**config.mk**
```make
export PLATFORM = sky130hd
export DESIGN_NAME = tbp_top
export DESIGN_NICKNAME = d
export VERILOG_FILES = /design/src/rtl/tbp_pkg.sv /design/src/rtl/tbp_ctr_table.sv /design/src/rtl/tbp_hist_table.sv /design/src/rtl/tbp_local.sv /design/src/rtl/tbp_global.sv /design/src/rtl/tbp_top.sv
export SDC_FILE = /design/constraint.sdc
export NUM_CORES = 1
export LEC_CHECK = 0
export CORE_ASPECT_RATIO = 1.75
export CORE_MARGIN = 5
export CORE_UTILIZATION = 31
export DETAILED_ROUTE_END_ITERATION = 8
export GPL_TIMING_DRIVEN = 0
export PLACE_DENSITY_LB_ADDON = 0.15
export SYNTH_ARGS = -nofsm -noshare
export SYNTH_HDL_FRONTEND = slang
export SYNTH_SLANG_ARGS = --single-unit
export TNS_END_PERCENT = 5
```
**constraint.sdc**
```tcl
create_clock -name clk -period 8.3 [get_ports clk]
set_input_delay 2.075 -clock clk [delete_from_list [all_inputs] [get_ports clk]]
set_output_delay 2.075 -clock clk [all_outputs]
set_load 0.05 [all_outputs]
```
**src/rtl/tbp_pkg.sv**
```systemverilog
package tbp_pkg;

  // 2-bit direction counter encoding
  typedef enum logic [1:0] {
    CTR_STRONG_NT = 2'b00,
    CTR_WEAK_NT   = 2'b01,
    CTR_WEAK_T    = 2'b10,
    CTR_STRONG_T  = 2'b11
  } ctr_e;

  // Saturating step toward the given direction
  function automatic logic [1:0] ctr_step(input logic [1:0] cur, input logic up);
    logic [1:0] res;
    if (up) res = (cur == CTR_STRONG_T)  ? cur : cur + 2'd1;
    else    res = (cur == CTR_STRONG_NT) ? cur : cur - 2'd1;
    return res;
  endfunction

endpackage

```
**src/rtl/tbp_ctr_table.sv**
```systemverilog
module tbp_ctr_table #(
  parameter int          IDX_W   = 3,
  parameter logic [1:0]  RST_VAL = 2'b01
) (
  input  logic             clk,
  input  logic             rst_n,
  input  logic [IDX_W-1:0] a_idx,
  output logic [1:0]       a_ctr,
  input  logic [IDX_W-1:0] b_idx,
  output logic [1:0]       b_ctr,
  input  logic             wr_en,
  input  logic [IDX_W-1:0] wr_idx,
  input  logic             wr_up
);
  import tbp_pkg::*;

  localparam int DEPTH = 1 << IDX_W;

  logic [1:0]       ctr_q [DEPTH];
  logic [1:0]       ctr_d [DEPTH];
  logic [DEPTH-1:0] ctr_ce;

  // next-state
  always_comb begin
    for (int e = 0; e < DEPTH; e++) begin
      ctr_ce[e] = wr_en && (wr_idx == IDX_W'(e));
      ctr_d[e]  = ctr_step(ctr_q[e], wr_up);
    end
  end

  // registers
  for (genvar g = 0; g < DEPTH; g++) begin : g_ent
    always_ff @(posedge clk or negedge rst_n) begin
      if (!rst_n)         ctr_q[g] <= RST_VAL;
      else if (ctr_ce[g]) ctr_q[g] <= ctr_d[g];
    end
  end

  assign a_ctr = ctr_q[a_idx];
  assign b_ctr = ctr_q[b_idx];

endmodule

```
**src/rtl/tbp_hist_table.sv**
```systemverilog
module tbp_hist_table #(
  parameter int IDX_W  = 3,
  parameter int HIST_W = 3
) (
  input  logic              clk,
  input  logic              rst_n,
  input  logic [IDX_W-1:0]  a_idx,
  output logic [HIST_W-1:0] a_hist,
  input  logic [IDX_W-1:0]  b_idx,
  output logic [HIST_W-1:0] b_hist,
  input  logic              wr_en,
  input  logic [IDX_W-1:0]  wr_idx,
  input  logic              wr_bit
);
  localparam int DEPTH = 1 << IDX_W;

  logic [HIST_W-1:0] hist_q [DEPTH];
  logic [HIST_W-1:0] hist_d [DEPTH];
  logic [DEPTH-1:0]  hist_ce;

  always_comb begin
    for (int e = 0; e < DEPTH; e++) begin
      hist_ce[e] = wr_en && (wr_idx == IDX_W'(e));
      hist_d[e]  = {hist_q[e][HIST_W-2:0], wr_bit};
    end
  end

  for (genvar g = 0; g < DEPTH; g++) begin : g_ent
    always_ff @(posedge clk or negedge rst_n) begin
      if (!rst_n)          hist_q[g] <= '0;
      else if (hist_ce[g]) hist_q[g] <= hist_d[g];
    end
  end

  assign a_hist = hist_q[a_idx];
  assign b_hist = hist_q[b_idx];

endmodule

```
**src/rtl/tbp_local.sv**
```systemverilog
module tbp_local #(
  parameter int IDX_W  = 3,
  parameter int HIST_W = 3
) (
  input  logic             clk,
  input  logic             rst_n,
  input  logic [IDX_W-1:0] pred_idx,
  output logic             pred_bit,
  input  logic             upd_valid,
  input  logic [IDX_W-1:0] upd_idx,
  input  logic             upd_taken,
  output logic             res_bit
);
  logic [HIST_W-1:0] pred_hist;
  logic [HIST_W-1:0] upd_hist;
  logic [1:0]        pred_ctr;
  logic [1:0]        upd_ctr;

  tbp_hist_table #(.IDX_W(IDX_W), .HIST_W(HIST_W)) u_hist (
    .clk    (clk),
    .rst_n  (rst_n),
    .a_idx  (pred_idx),
    .a_hist (pred_hist),
    .b_idx  (upd_idx),
    .b_hist (upd_hist),
    .wr_en  (upd_valid),
    .wr_idx (upd_idx),
    .wr_bit (upd_taken)
  );

  tbp_ctr_table #(.IDX_W(HIST_W), .RST_VAL(2'b01)) u_pat (
    .clk    (clk),
    .rst_n  (rst_n),
    .a_idx  (pred_hist),
    .a_ctr  (pred_ctr),
    .b_idx  (upd_hist),
    .b_ctr  (upd_ctr),
    .wr_en  (upd_valid),
    .wr_idx (upd_hist),
    .wr_up  (upd_taken)
  );

  assign pred_bit = pred_ctr[1];
  assign res_bit  = upd_ctr[1];

endmodule

```
**src/rtl/tbp_global.sv**
```systemverilog
module tbp_global #(
  parameter int GHIST_W = 3
) (
  input  logic               clk,
  input  logic               rst_n,
  output logic               pred_bit,
  output logic [GHIST_W-1:0] ghist,
  input  logic               upd_valid,
  input  logic [GHIST_W-1:0] upd_snap,
  input  logic               upd_taken,
  output logic               res_bit
);
  logic [GHIST_W-1:0] ghr_q;
  logic [GHIST_W-1:0] ghr_d;
  logic [1:0]         pred_ctr;
  logic [1:0]         upd_ctr;

  // next-state: rebuild from the carried snapshot
  always_comb begin
    ghr_d = ghr_q;
    if (upd_valid) ghr_d = {upd_snap[GHIST_W-2:0], upd_taken};
  end

  always_ff @(posedge clk or negedge rst_n) begin
    if (!rst_n) ghr_q <= '0;
    else        ghr_q <= ghr_d;
  end

  tbp_ctr_table #(.IDX_W(GHIST_W), .RST_VAL(2'b01)) u_gctr (
    .clk    (clk),
    .rst_n  (rst_n),
    .a_idx  (ghr_q),
    .a_ctr  (pred_ctr),
    .b_idx  (upd_snap),
    .b_ctr  (upd_ctr),
    .wr_en  (upd_valid),
    .wr_idx (upd_snap),
    .wr_up  (upd_taken)
  );

  assign ghist    = ghr_q;
  assign pred_bit = pred_ctr[1];
  assign res_bit  = upd_ctr[1];

endmodule

```
**src/rtl/tbp_top.sv**
```systemverilog
module tbp_top #(
  parameter int PC_W    = 32,
  parameter int IDX_W   = 3,
  parameter int HIST_W  = 3,
  parameter int GHIST_W = 3
) (
  input  logic               clk,
  input  logic               rst_n,
  input  logic [PC_W-1:0]    pred_pc,
  output logic               pred_taken,
  output logic               pred_local,
  output logic               pred_global,
  output logic               pred_use_global,
  output logic [GHIST_W-1:0] pred_ghist,
  input  logic               upd_valid,
  input  logic [PC_W-1:0]    upd_pc,
  input  logic               upd_taken,
  input  logic [GHIST_W-1:0] upd_ghist
);
  localparam int PC_LSB = 2;
  localparam int PC_MSB = PC_LSB + IDX_W - 1;

  logic [IDX_W-1:0] pred_idx;
  logic [IDX_W-1:0] upd_idx;
  logic             loc_res;
  logic             glb_res;
  logic [1:0]       sel_ctr;
  logic [1:0]       sel_upd_ctr;
  logic             sel_wr_en;
  logic             sel_up;
  logic             unused_pc_bits;

  assign pred_idx = pred_pc[PC_MSB:PC_LSB];
  assign upd_idx  = upd_pc[PC_MSB:PC_LSB];
  assign unused_pc_bits = ^{pred_pc[PC_W-1:PC_MSB+1], pred_pc[PC_LSB-1:0],
                            upd_pc[PC_W-1:PC_MSB+1], upd_pc[PC_LSB-1:0], sel_upd_ctr};

  tbp_local #(.IDX_W(IDX_W), .HIST_W(HIST_W)) u_local (
    .clk       (clk),
    .rst_n     (rst_n),
    .pred_idx  (pred_idx),
    .pred_bit  (pred_local),
    .upd_valid (upd_valid),
    .upd_idx   (upd_idx),
    .upd_taken (upd_taken),
    .res_bit   (loc_res)
  );

  tbp_global #(.GHIST_W(GHIST_W)) u_global (
    .clk       (clk),
    .rst_n     (rst_n),
    .pred_bit  (pred_global),
    .ghist     (pred_ghist),
    .upd_valid (upd_valid),
    .upd_snap  (upd_ghist),
    .upd_taken (upd_taken),
    .res_bit   (glb_res)
  );

  // chooser trains only on disagreement, toward the right component
  always_comb begin
    sel_wr_en = upd_valid && (loc_res != glb_res);
    sel_up    = (glb_res == upd_taken);
  end

  tbp_ctr_table #(.IDX_W(IDX_W), .RST_VAL(2'b01)) u_chooser (
    .clk    (clk),
    .rst_n  (rst_n),
    .a_idx  (pred_idx),
    .a_ctr  (sel_ctr),
    .b_idx  (upd_idx),
    .b_ctr  (sel_upd_ctr),
    .wr_en  (sel_wr_en),
    .wr_idx (upd_idx),
    .wr_up  (sel_up)
  );

  assign pred_use_global = sel_ctr[1];
  assign pred_taken      = pred_use_global ? pred_global : pred_local;

endmodule

```
# == After elaboration in Yosys (flattened, before gate mapping) ==
# Cells that the tools add are included.
# word_totals
ff_bits,75
input_bits,71
out_inout_bits,7
word_cells,366
# op_classes
add_sub_neg,48
magnitude_cmp,6
n_eq_ne,95
muxes,94
bitwise,6
n_reduce_logical,84
# ops
operator,n
2-bit two-way mux,82
2-bit inequality test (second input constant),48
3-bit AND reduction,24
2-bit by 1-bit adder with 2-bit output (second input constant),24
2-bit equality test (second input constant),24
2-bit logical NOT,24
2-bit by 1-bit subtractor with 2-bit output (second input constant),24
3-bit equality test (second input constant),12
1-bit logical AND,33
2-bit binary-select mux with 3-bit select,5
4-bit >= comparator (second input constant),6
3-bit inverter with 4-bit output,6
3-bit binary-select mux with 3-bit select,2
3-bit by 2-bit equality test with 1-bit output (second input constant),6
3-bit two-way mux,4
3-bit by 1-bit equality test with 1-bit output (second input constant),3
3-bit logical NOT,3
1-bit equality test,1
1-bit two-way mux,1
1-bit inequality test,1

# == Depth between registers and ports, before layout ==
# Gate-level depths: netlist of run 1.
# logic_depth
depth_word,12
depth_mapped,12
depth_no_buf,8

# == Cells and area by module ==
# A second synthesis of run 1 with hierarchy kept.
# unflattened
cells_unflattened,410
area_unflattened_um2,5041.1
# modules_own_cells
module,n_inst,cells_per_inst,area_per_inst_um2,seq_area_each_um2
tbp_ctr_table,3,108,1178.6,410.4
tbp_hist_table,1,76,1361.3,600.6
tbp_global,1,6,108.9,75.1
tbp_top,1,4,35.0,0.0

# == Worst setup path before layout of run 1 ==
# No wires, ideal clock.
# synth_timing
path_kind,input-to-output
from,input pred_pc[2]
to,output pred_taken
arrival_time_ns,5.122
required_ns,6.225
slack_ns,1.103
cell_stages,7
n_path_buf,1
path_cell_list,buf_2 mux4_2 mux2i_1 mux2_2 o21ai_0 o21ai_0 mux2_2
# synth_between
elab_chain_len,9
elab_cells_between_ends,12
classes_between,mux: 10; bitwise: 2
# synth_rtl
element,line_no,rtl
from (decl),tbp_top.sv:9,"input logic [PC_W-1:0] pred_pc,"
3-bit inverter with 4-bit output (not written as such),tbp_hist_table.sv:35,assign a_hist = hist_q[a_idx];
3-bit binary-select mux with 3-bit select,tbp_hist_table.sv:35,
3-bit two-way mux (not written as such) (2 in a row),tbp_hist_table.sv:35,
3-bit inverter with 4-bit output (not written as such),tbp_ctr_table.sv:39,assign a_ctr = ctr_q[a_idx];
2-bit binary-select mux with 3-bit select,tbp_ctr_table.sv:39,
2-bit two-way mux (not written as such) (2 in a row),tbp_ctr_table.sv:39,
named net pred_local,tbp_top.sv:11,"output logic pred_local,"
1-bit two-way mux,tbp_top.sv:79,assign pred_taken = pred_use_global ? pred_global : pred_local;
to (decl),tbp_top.sv:10,"output logic pred_taken,"
# The timed path passes the listed nets, and every way through them passes these cells. The select of a mux whose other input is x is not followed.

# == Worst setup path after layout of run 1 ==
# layout_timing
from,input pred_pc[3]
to,output pred_taken
# layout_between
elab_chain_len,9
elab_cells_between_ends,12
classes_between,mux: 10; bitwise: 2
# layout_rtl
element,line_no
3-bit inverter with 4-bit output (not written as such) *,"tbp_ctr_table.sv:39, tbp_hist_table.sv:35"
3-bit binary-select mux with 3-bit select,tbp_hist_table.sv:35
3-bit two-way mux (not written as such) (2 in a row),tbp_hist_table.sv:35
3-bit inverter with 4-bit output (not written as such),tbp_ctr_table.sv:39
2-bit binary-select mux with 3-bit select,tbp_ctr_table.sv:39
2-bit two-way mux (not written as such) (2 in a row),tbp_ctr_table.sv:39
1-bit two-way mux *,tbp_top.sv:79
# Every way passes the cells marked *; elsewhere a longest branch is shown, timed or not. The select of a mux whose other input is x is not followed.

==> results.json, run 1 <==
{
  "timing.clock.skew_ns": 0.00716,
  "ios": 78,
  "postCtsHoldBufs": 0,
  "clock_power_share": 0.312,
  "period_share": 0.856,
  "fin_util": 0.364,
  "crit_fanout": 8,
  "core-area_mm2": 0.0140,
  "holdPathEnd": "u_local.u_hist.hist_d[4]",
  "start_util": 0.317,
  "critPathSlowestCell": "clkdlybuf4s50_1",
  "numPortBuffers": 14,
  "worstRegToRegCells": 10,
  "seq_power_share": 0.457,
  "hpwl_um": 8690,
  "place_congestion": 0.762,
  "yosysTopAreaCell": "dfrtp_1",
  "min_from": "u_local.u_hist.hist_d[4]",
  "overflow": 0,
  "cts_setup_buffers": 0,
  "final_cell_mix": "o21ai_0 (62), dfrtp_1 (51), nand2_1 (40)",
  "hold_depth": 2,
  "criticalPathCategory": "in -> out",
  "synth-edff-count": 0,
  "fmax_ghz": 0.141,
  "clk_path_buf_depth": 2,
  "path_common_cell": "mux2_2",
  "slew_headroom": 0.394,
  "drt_pass1_iterations": 4,
  "outcome": "completed",
  "wl_per_cell_um": 17.9,
  "grt_pass1_vias": 3520,
  "ys.flop_type": "dfrtp_1",
  "root_buffer": "clkbuf_16",
  "power_frac_comb": 0.232,
  "cap_viol_max_count": 0,
  "final_common_cell": "o21ai_0",
  "die-area_mm2": 0.0169,
  "hold_viol": 0,
  "peakVddDrop_mv": 0.0979,
  "cpLargestDelayFamily": "multiplexers",
  "ys_top_cells_by_area": "dfrtp_1 (29%), dfstp_2 (14%), mux4_2 (7.6%)",
  "drc": 0,
  "reg2reg_to": "u_chooser.ctr_q[2]",
  "fp-row-count": 57,
  "cts_inserted_buffers": 9,
  "rrSetupSlack_ns": 5.46,
  "synth_seq_cells": 75,
  "drt_iter0_drc": 153,
  "grt_max_degree": 67,
  "start_kind": "primary input",
  "async_reset_ff_frac": 1.00,
  "die_w_um": 100,
  "cp.arrival_ns": 5.03,
  "crit_buf_inv": 2,
  "syn_avg_cell_area_um2": 10.0,
  "min_period_ns": 7.11,
  "die_y_um": 168,
  "nets": 539,
  "tightest_slew_ns": 0.903,
  "num_vias": 3505,
  "regArea_mm2": 0.00191,
  "timing.rr.start": "u_local.u_hist.hist_d[1]",
  "p_int_mw": 0.798,
  "diodes": 0,
  "ant_nets": 0,
  "cpPeakStageDelay_ns": 0.70,
  "cts_tree": "yes",
  "cp-end-kind": "primary output",
  "path_cells": "clkbuf_1, mux4_2, mux2i_1, mux2_2, o211ai_1, o21ai_0, mux2_2, clkdlybuf4s50_1",
  "switching_share": 0.321,
  "setup_slack_ns": 1.19,
  "vias_per_cell": 5.39,
  "antenna_found_initial": 0,
  "syn-instance-count": 442,
  "fillers": 1458,
  "p_sw_mw": 0.378,
  "grt_pass1_wl_um": 18700,
  "preCtsSetupSlack_ns": 1.13,
  "clkLatencyLatePin_ns": 0.33,
  "yosysWarnings": 0,
  "cp_data_required_time_ns": 6.23,
  "drive_above_1_share": 0.207,
  "power.leakage_nw": 2.02,
  "finalSetupTns_ns": 0,
  "rsz0062_at_grt": "false",
  "synth_area_mm2": 0.00443,
  "report.final.slew_viol_count": 0,
  "seq_area_frac_synth": 0.431,
  "syn2layout_area_growth_pct": 15.0,
  "synth.distinct_cells": 46,
  "yosys.area.top_type_share": 0.288,
  "path_clk_slew_ns": 0.06,
  "worstHoldPathType": "reg -> reg",
  "grt_usage": 0.143,
  "finalSetupViolCount": 0,
  "ctsResizeCount": 0,
  "wirelength_um": 11600,
  "multi_input_area_mm2": 0.00231,
  "cts_max_level": 3,
  "cellPowerDensity_mw_per_mm2": 231,
  "synth_nets": 513,
  "clock_sinks": 75
}
==> cell families after synthesis <==
group,share of synthesized area
and+or+nand+nor,0.165
AOI/OAI and AO/OA,0.179
DFF,0.431
muxes,0.171
buffers and inverters,0.0469
xor gates and xnor gates,0.00763
==> worst max path at each step <==
stage                          start         end  slack (ns)  depth (start not counted)
after CTS                 pred_pc[3]  pred_taken        1.12                          8
after global placement    pred_pc[3]  pred_taken        1.14                          8
after detailed placement  pred_pc[3]  pred_taken        1.13                          8
after global routing      pred_pc[3]  pred_taken        1.02                          8
after floorplan           pred_pc[2]  pred_taken        1.10                          7
final                     pred_pc[3]  pred_taken        1.19                          8
==> registers in the layout, summed over array words and instances, names as in the netlist <==
| register | flops |
|---|---|
| u_chooser.ctr_q | 16 |
| u_global.u_gctr.ctr_q | 16 |
| u_local.u_hist.hist_d | 16 |
| u_local.u_pat.ctr_q | 16 |
| u_local.u_hist.hist_q | 8 |
| u_global.ghist | 3 |
==> cell type report <==
cell class	instances	area share
Buffer	23	0.0246
Tap cell	177	0.0435
Timing Repair Buffer	15	0.0324
Clock inverter	6	0.00762
Inverter	22	0.0162
Sequential cell	75	0.374
Multi-Input combinational cell	322	0.454
Clock buffer	10	0.0469
==> synth_stat cells, types with 2 or more instances <==
| library cell | n |
|---|---|
| o31a_1 | 6 |
| a221o_1 | 6 |
| nand4_1 | 5 |
| or3_1 | 4 |
| or4_1 | 7 |
| nand4b_1 | 2 |
| or2_2 | 2 |
| inv_1 | 22 |
| buf_6 | 3 |
| o41ai_1 | 3 |
| xnor2_1 | 2 |
| dfrtp_1 | 51 |
| nand3_1 | 7 |
| o21ai_0 | 62 |
| mux4_2 | 15 |
| buf_4 | 3 |
| nand3b_1 | 10 |
| mux2_2 | 23 |
| nor3b_1 | 15 |
| nor2_1 | 29 |
| buf_2 | 4 |
| o221a_2 | 2 |
| nor3_1 | 13 |
| nand2_1 | 40 |
| clkbuf_1 | 12 |
| o22a_1 | 7 |
| dfstp_2 | 24 |
| a2111oi_0 | 6 |
| a21oi_1 | 24 |
| a31oi_1 | 2 |
| mux2i_1 | 16 |
==> layer usage <==
| layer | global-route usage | share of wire |
|---|---|---|
| met1 | 0.156 | 0.40 |
| met3 | 0.0253 | 0.021 |
| met4 | 0.0551 | 0.024 |
| met5 | 0 | 0 |
| met2 | 0.268 | 0.56 |
==> tightest hold or removal path, stage by stage, from the launching register on <==
cell     delay, ns
dfrtp_1       0.36
nand2_1       0.05
o21ai_0       0.06
==> per-stage QoR <==
step	hold slack, ns	area [um2]	std cells	power, mW
after floorplan	0.461	4430	442	0.721
after global placement	0.481	4790	633	0.805
after detailed placement	0.493	4810	634	0.819
after CTS	0.506	5090	650	1.19
after global routing	0.531	5090	650	1.24
final	0.506	5090	650	1.18
==> power groups by stage <==
stage               sequential, mW  clock (mW)  combinational, mW
floorplan                    0.521           0              0.201
finish                       0.537       0.367              0.273
global placement             0.537           0              0.269
CTS                          0.536       0.379              0.277
detailed placement           0.542           0              0.277
global route                 0.548       0.396              0.301
Note: power is estimated with default switching activity, not from simulation.
==> inputs of run 2 (changes only) <==
--- a/config.mk
+++ b/config.mk
@@ -11,6 +11,7 @@
 export DETAILED_ROUTE_END_ITERATION = 8
 export GPL_TIMING_DRIVEN = 0
 export PLACE_DENSITY_LB_ADDON = 0.15
+export SKIP_LAST_GASP = 1
 export SYNTH_ARGS = -nofsm -noshare
 export SYNTH_HDL_FRONTEND = slang
 export SYNTH_SLANG_ARGS = --single-unit
==> results of run 2 <==
Final layout, timing and power as in run 1 (identical DEF).
==> inputs of run 3 (changes only) <==
--- a/config.mk
+++ b/config.mk
@@ -7,7 +7,7 @@
 export LEC_CHECK = 0
 export CORE_ASPECT_RATIO = 1.75
 export CORE_MARGIN = 5
-export CORE_UTILIZATION = 31
+export CORE_UTILIZATION = 30
 export DETAILED_ROUTE_END_ITERATION = 8
 export GPL_TIMING_DRIVEN = 0
 export PLACE_DENSITY_LB_ADDON = 0.15
==> results.json, run 3 (synthesis results as in run 1) <==
{
  "clock_power_share": 0.348,
  "drt_iter0_drc": 136,
  "p_int_mw": 0.868,
  "grt_pass1_vias": 3536,
  "switching_share": 0.301,
  "worstHoldPathType": "reg -> reg",
  "grtUsageMet2": 0.265,
  "outcome": "completed",
  "criticalPathCategory": "in -> out",
  "grt_busiest_layer": "met2",
  "grt_usage": 0.142,
  "min_period_ns": 7.13,
  "start_kind": "primary input",
  "fp-row-count": 58,
  "syn2layout_area_growth_pct": 16.2,
  "final_cell_mix": "o21ai_0 (62), dfrtp_1 (51), nand2_1 (40)",
  "place_congestion": 0.770,
  "setup_slack_ns": 1.17,
  "cts_inserted_buffers": 9,
  "vias_per_cell": 5.36,
  "cellPowerDensity_mw_per_mm2": 241,
  "fmax_ghz": 0.140,
  "timing.clock.skew_ns": 0.00750,
  "cts_tree": "yes",
  "hpwl_um": 8690,
  "crit_fanout": 8,
  "core-area_mm2": 0.0144,
  "crit_path_end": "pred_taken",
  "wirelength_um": 11700,
  "drc": 0,
  "die-area_mm2": 0.0174,
  "antenna_found_initial": 0,
  "power.leakage_nw": 2.05,
  "reg2reg_to": "u_chooser.ctr_q[10]",
  "fin_cells": 653,
  "path_clk_slew_ns": 0.06,
  "cp_data_required_time_ns": 6.23,
  "clkLatencyLatePin_ns": 0.34,
  "p_sw_mw": 0.374,
  "drive_above_1_share": 0.205,
  "die_w_um": 102,
  "worstRegToRegCells": 9,
  "clock_sinks": 75,
  "diodes": 0,
  "rrSetupSlack_ns": 5.42,
  "cts_max_level": 3,
  "ios": 78,
  "timing.rr.start": "u_local.u_hist.hist_d[10]",
  "num_vias": 3499,
  "grt_pass1_wl_um": 18800,
  "overflow": 0,
  "tightest_slew_ns": 0.930,
  "finalSetupTns_ns": 0,
  "ctsResizeCount": 0,
  "rsz0062_at_grt": "false",
  "finalSetupViolCount": 0,
  "cp-end-kind": "primary output",
  "seq_power_share": 0.433,
  "drt_pass1_iterations": 4,
  "start_util": 0.307,
  "nets": 539,
  "die_y_um": 171,
  "report.final.slew_viol_count": 0,
  "peakVddDrop_mv": 0.0804,
  "cts_setup_buffers": 0,
  "cp.arrival_ns": 5.05,
  "power_frac_comb": 0.219,
  "dp.cells": 637,
  "wl_per_cell_um": 17.9,
  "clk_path_buf_depth": 2,
  "met3_usage": 0.0265,
  "ant_nets": 0,
  "period_share": 0.859,
  "slew_headroom": 0.376,
  "numPortBuffers": 14,
  "preCtsSetupSlack_ns": 1.11,
  "cap_viol_max_count": 0,
  "postCtsHoldBufs": 0,
  "startpoint": "pred_pc[3]",
  "grt_max_degree": 54,
  "hold_viol": 0,
  "final_common_cell": "o21ai_0",
  "root_buffer": "clkbuf_16",
  "grtUsageMet1": 0.155
}
## run 3: worst min-delay path by stage
| stage | start | to | depth (start not counted) |
|---|---|---|---|
| 6_report | u_local.u_hist.hist_d[4] | u_local.u_hist.hist_d[4] | 2 |
| 5_1_grt | u_local.u_hist.hist_d[4] | u_local.u_hist.hist_d[4] | 2 |
| 4_1_cts | u_local.u_hist.hist_d[4] | u_local.u_hist.hist_d[4] | 2 |
| 3_5_place_dp | u_local.u_hist.hist_d[4] | u_local.u_hist.hist_d[4] | 2 |
| 3_3_place_gp | u_local.u_hist.hist_d[4] | u_local.u_hist.hist_d[4] | 2 |
| 2_1_floorplan | u_local.u_hist.hist_q[5] | u_local.u_hist.hist_q[5] | 2 |
## run 3: power by group through the flow
stage | clock network, mW | logic, mW | registers, mW
after floorplan | 0 | 0.201 | 0.521
final | 0.432 | 0.271 | 0.538
after global placement | 0 | 0.269 | 0.537
after global routing | 0.460 | 0.299 | 0.550
after CTS | 0.448 | 0.277 | 0.537
after detailed placement | 0 | 0.277 | 0.543
## run 3: stage by stage
step	hold slack (ns)	area, um2	power (mW)	utilization
2_1_floorplan	0.461	4430	0.721	-
4_1_cts	0.504	5150	1.26	0.356
5_1_grt	0.533	5150	1.31	0.356
3_3_place_gp	0.483	4790	0.806	0.332
3_5_place_dp	0.492	4820	0.820	0.334
6_report	0.497	5150	1.24	0.356
## run 3: worst max-delay path, stage by stage
cell and delay [ns]:
clkbuf_1 0.44, mux4_2 0.42, mux2i_1 0.45, mux2_2 0.40, o211ai_1 0.15, o21ai_0 0.14, mux2_2 0.28, clkdlybuf4s50_1 0.70
## run 3: layout make-up
cell class	count	area (um2)
fillers	1464	9290
multi-input cells	322	2310
flip-flops and latches	75	1910
clock buffers	12	256
well taps	180	225
repair buffers	15	165
plain buffers	23	125
inverters	22	82.6
clock inverters	4	72.6
## run 3: per-layer routing
layer,vias up,share of wire
met5,-,0
met2,56,0.56
met4,0,0.021
met1,1731,0.39
li1,1696,-
met3,16,0.030
